==> src/rtl/ihc_scoreboard.sv <==
module ihc_scoreboard #(
   parameter int NREG       = 32,
   parameter int CW         = 5,
   parameter bit ZERO_FIXED = 1'b0,
   localparam int IW        = $clog2(NREG)
) (
   input  logic          clk,
   input  logic          rst_n,
   input  logic [IW-1:0] qa_idx,
   input  logic [IW-1:0] qb_idx,
   input  logic [IW-1:0] qd_idx,
   output logic          qa_busy,
   output logic          qb_busy,
   output logic          qd_busy,
   input  logic          set_en,
   input  logic [IW-1:0] set_idx,
   input  logic [CW-1:0] set_val
);

   if (NREG != (1 << IW)) begin : g_bad_nreg
      $error("ihc_scoreboard: NREG must be a power of two");
   end
   if (CW < 1) begin : g_bad_cw
      $error("ihc_scoreboard: CW must be at least 1");
   end

   logic [CW-1:0] cnt [NREG];

   for (genvar e = 0; e < NREG; e++) begin : g_ent
      if (ZERO_FIXED && e == 0) begin : g_zero
         assign cnt[e] = '0;
      end else begin : g_cnt
         logic hit;
         assign hit = set_en && (set_idx == IW'(e));

         always_ff @(posedge clk) begin
            if (!rst_n)
               cnt[e] <= '0;
            else if (hit)
               cnt[e] <= set_val;
            else if (cnt[e] != '0)
               cnt[e] <= cnt[e] - 1'b1;
         end

         // a pending count falls by one each cycle until it is reloaded
         p_countdown_r2: assert property (@(posedge clk) disable iff (!rst_n)
            (!hit && cnt[e] != '0) |=> (cnt[e] == $past(cnt[e]) - 1'b1));
      end
   end

   assign qa_busy = (cnt[qa_idx] != '0);
   assign qb_busy = (cnt[qb_idx] != '0);
   assign qd_busy = (cnt[qd_idx] != '0);

endmodule

==> config.mk <==
export PLATFORM = sky130hd
export DESIGN_NAME = ihc_scoreboard
export DESIGN_NICKNAME = d
export VERILOG_FILES = /design/src/rtl/ihc_scoreboard.sv
export SDC_FILE = /design/constraint.sdc
export NUM_CORES = 1
export LEC_CHECK = 0
export ABC_CLOCK_PERIOD_IN_PS = 2600
export BUFFER_PORTS_ARGS = -buffer_cell sky130_fd_sc_hd__buf_2
export CAP_MARGIN = 25
export CELL_PAD_IN_SITES_DETAIL_PLACEMENT = 0
export CELL_PAD_IN_SITES_GLOBAL_PLACEMENT = 1
export CORE_MARGIN = 3
export CORE_UTILIZATION = 40
export DETAILED_ROUTE_END_ITERATION = 10
export MAX_ROUTING_LAYER = met4
export PLACE_DENSITY_LB_ADDON = 0.12
export SYNTH_ARGS = -nofsm -noshare
export SYNTH_HDL_FRONTEND = slang
export SYNTH_SLANG_ARGS = --single-unit
==> constraint.sdc <==
create_clock -name clk -period 2.6 [get_ports clk]
set_input_delay 0.26 -clock clk [delete_from_list [all_inputs] [get_ports clk]]
set_output_delay 0.26 -clock clk [all_outputs]
set_load 0.1 [all_outputs]
# Word-level counts from Yosys, hierarchy flattened
# Memory sizes are Yosys's and may differ from the RTL's.
# Index checks and enable logic that the tools add are counted.
# totals
register_bits	0
mem_bits_rw	160
mem_count	1
# mem_list
memory	depth	word_bits	rd	rd_clocked_by_memory_dff	write_ports	line_no	rtl
cnt	32	5	35	0	32	27	logic [CW-1:0] cnt [NREG];
# classes
addsub	32
eq_ne	31
muxes	289
bitwise	64
n_reduce_logical	68
# ops
operator	count
$mux 5	64
$mux 1	225
$reduce_bool 5->1	35
$sub 5x1->5 const B	32
$eq 5x5->1 const B	16
$or 1x1->1	64
$eq 5x4->1 const B	8
$logic_and 1x1->1	32
$eq 5x3->1 const B	4
$eq 5x2->1 const B	2
$eq 5x1->1 const B	1
$logic_not 5->1	1

# Depth between registers and ports, before layout
# depth
word_depth	7
depth_mapped	8
mapped_depth_nobuf	7

# Worst setup path before layout
# OpenSTA, ideal clock, no wires.
# synth_timing
path_kind	register to output
from	memory cnt[26][2]
to	output qa_busy
t_arrival_ns	3.584
t_required_ns	2.340
slack_ns	-1.244
stages_incl_launch_ff	6
cell_sequence	edfxtp_1 -> nor3_1 -> nor3b_1 -> mux4_2 -> o2111a_1 -> a311oi_1
# synth_lines
element	line_no	rtl
from (decl)	27	
to (decl)	12	output logic qa_busy,

==> metrics.md <==
| Metric | Value |
|---|---|
| Critical path type | reg2out |
| Initial core utilization | 41.0% |
| DRC viols | 0 |
| Max clock buf depth | 2 |
| Sink Count | 160 |
| Core footprint | 26200 um2 |
| Unrepaired setup endpoints after global routing | yes |
| Placed cell areas | 11800 um2 |
| Largest net degree at the start of global routing | 26 |
| Vias in the first global route | 9069 |
| Worst path buffer plus inverter count | 1 |
| Final critical-path required period | 2.75 ns |
| Fillcell total | 2505 |
| Max Clock Freq | 0.364 GHz |
| Final setup violation count | 3 |
| Clk network pwr share | 17.2% |
| CP peak stage delay | 0.48 ns |
| Yosys reg bits | 160 |
| Die area | 28900 um2 |
| Leading registers by flop count | cnt: 160 flops |
| I/O Pins | 31 |
| Mapped Avg Cell Area | 8.89 um2 |
| Area of the multi-input gates | 5670 um2 |
| Top FF cell, synth | edfxtp_1 |
| Seq/Total Area, Yosys | 44.7% |
| First-pass GRT wire length | 52.6 mm |
| Layout cells sized above 1 | 17.1% |
| CTS Buf Count | 17 |
| Hold Vio Cnt, Final | 0 |
| Max FO, Critical Path | 4 |
| Drt total wl | 34.1 mm |
| Port bufs | 30 |
| Ys async rst share | 0% |
| Yosys warning total | 0 |
| Top delay family on crit path | compound AO/OA/AOI/OAI gates |
| DIE HEIGHT | 170 um |
| Sw Share | 39.9% |
| Dominant cells by area after synthesis | edfxtp_1 45%, nand2_1 7.2%, o21ai_0 6.9% |
| Post-synth EDFFs | 160 |
| Area added between synthesis and finish | 19.0% |
| FF/Latch Area | 4800 um2 |
| Pleak | 4.75 nW |
| Hold Path Class | in2reg |
| Met2 routed WL | 15.7 mm |
| Antenna Nets Post-Route | 0 |
| Status | finished, violations left |
| PD cells | 1210 nW/um2 |
| Max-Cap Viols | 0 |
| Largest register FFs | 160 |
| TNS Setup | -0.387 ns |
| Setup crit end kind | output port |
| Routability congestion estimate from global placement | 0.901 |
| Slew Limit Fails | 0 |
| Vias per cell | 5.81 |
| Drt pass-1 iters | 5 |
| Pre-CTS setup slack | 0.0531 ns |
| Final Hold Slack | 0.374 ns |
| Cell Area, Synth | 10800 um2 |
| All-Layer GR Usage | 24.5% |
| Pint | 9.31 mW |
| Slew headroom | 46.4% |
| Initial antenna violation count | 1 |
| Worst Clk Skew | 0.0102 ns |
| Psw | 6.18 mW |
| Row Count | 59 |
| H-tree levels | 4 |
| Post-synth top area cell | edfxtp_1 |
| Hold-fix buffers at CTS | 0 |
| Post-synth net total | 1270 |
| Worst slew pin tran | 0.803 ns |
| Die Wd | 170 um |
| Worst VDD drop | 0.612 mV |
| Largest Register | cnt |
| Crit path DAT | 2.49 ns |
| CTS tree | done |
| WL met3 | 2.04 mm |
| Tcrit/Tclk final | 106% |
| Comb pwr share | 46.3% |
| CP Launch Type | flop |
| Worst Slack Setup Final | -0.145 ns |
| Sequential share of power | 36.5% |
| Fin area | 12800 um2 |
| CP required | 2.34 ns |
| Root buf cell | clkbuf_16 |
| Starting DRT DRC Count | 946 |
| Share of the synthesized area in the top cell type | 44.7% |
| Grt total ovfl | 0 |
| Distinct cell type count after synthesis | 53 |
| Nets | 1369 |
| Crit-path slowest cell | mux4_2 |
| CP cell instances | nor3_2, nor3b_4, mux4_2, o2111a_1, a311oi_4, buf_12 |
| Syn Inst Count | 1210 |
| Failing checks | negative setup slack |
| Vias | 9638 |
| DR top layer | met4 |
| Clock transition at path regs | 0.07 ns |
| Wirelength per Cell | 20.5 um |
| Wl on met1 | 15.8 mm |
| Clock Latency Late Sink | 0.44 ns |
| Post-DP HPWL | 24.6 mm |
-- power groups by stage --
stage	Sequential, mW	Combinational, mW	Clock, mW
2_1_floorplan	5.36	4.60	0
3_3_place_gp	5.58	6.51	0
3_5_place_dp	5.61	6.54	0
4_1_cts	5.61	7.04	2.69
5_1_grt	5.82	7.98	2.79
6_report	5.65	7.18	2.66
-- metal layers --
layer / up-vias / GRT usage (%)
met5: - / -
met4: 0 / 6.35
met3: 47 / 3.97
met2: 294 / 37.5
met1: 4702 / 34.1
li1: 4595 / -
-- worst min-delay path: cells and delay by family --
family | cells | cell delay [ns]
compound gates | 1 | 0.06
buf+inv | 1 | 0.22
simple gates | 1 | 0.09
-- placed cells by master, fill, tap and decap left out, drive strengths merged, types with 26 or more instances in the layout --
cell type	instances
ha	32
nor2	118
edfxtp	160
nand3	41
nor3	77
nand2	206
nand4	26
o21ai	148
buf	138
a21oi	29
o21a	29
inv	80
xnor2	63
-- cells in the mapped netlist, types with 2 or more instances --
library cell    n
nand4b_1        2
xnor2_1        63
or3b_2          2
a31oi_1        13
buf_2          18
a311oi_1        2
clkbuf_1       36
nand3_1        41
a32o_1         17
a21oi_1        29
a2111oi_0       4
nand4_1        26
nor3_1         73
nand3b_1        3
a211oi_1        9
nor3_2          4
o21ai_0       148
nor3b_1        10
nor2_1        118
mux2i_1         6
or3_1           5
o41ai_1         2
or4_1           4
nand2b_1        3
a221oi_1        3
a211o_1         2
nor4_1          9
inv_1          72
mux4_2         13
nor2b_1        11
edfxtp_1      160
buf_1           2
nand2_1       206
o311ai_0        2
o31a_1          2
ha_1           32
and3_1         14
o21a_1         29
-- stage by stage --
stage	cells	total power, mW	util, %
5_1_grt	1658	16.6	48.8
6_report	1658	15.5	48.8
2_1_floorplan	1210	9.96	-
3_5_place_dp	1599	12.2	44.9
4_1_cts	1651	15.3	48.5
3_3_place_gp	1599	12.1	44.9
-- what timing repair did --
item,4_1_cts,5_1_grt
setup buffers,23,6
setup endpoints to repair,3,3
pin swaps,12,5
resized for setup,45,8
-- path summary, 6_finish.rpt --
path                         from                    to  slack, ns  depth (start not counted)
max          cnt[26][2]$_DFFE_PP_               qa_busy      -0.15                          6
min                    set_val[1]  cnt[30][1]$_DFFE_PP_       0.37                          3
max reg2reg  cnt[17][0]$_DFFE_PP_  cnt[17][2]$_DFFE_PP_       0.68                          7
min reg2reg  cnt[21][0]$_DFFE_PP_  cnt[21][0]$_DFFE_PP_       0.60                          1
-- kinds of logic (layout without fill, tap and decap cells) --
logic type / Yosys count / after routing / share of synthesized area, %
AOI/OAI and AO/OA: 270 / 270 / 15.3
xor gates and xnor gates: 63 / 63 / 5.13
adders and majority gates: 32 / 32 / 3.72
buffers and inverters: 130 / 242 / 4.83
DFF: 160 / 160 / 44.7
muxes: 20 / 20 / 3.53
other: 0 / 1 / 0
and+or+nand+nor: 535 / 535 / 22.8
-- area by class of cell --
type	count	area share, %
well taps	335	3.27
clock inverters	15	1.35
flip-flops and latches	160	37.5
multi-input cells	920	44.3
clock buffers	17	3.32
diodes	1	0.0195
inverters	72	2.11
repair buffers	138	8.07
No activity file was read; power rests on OpenSTA's default activity.
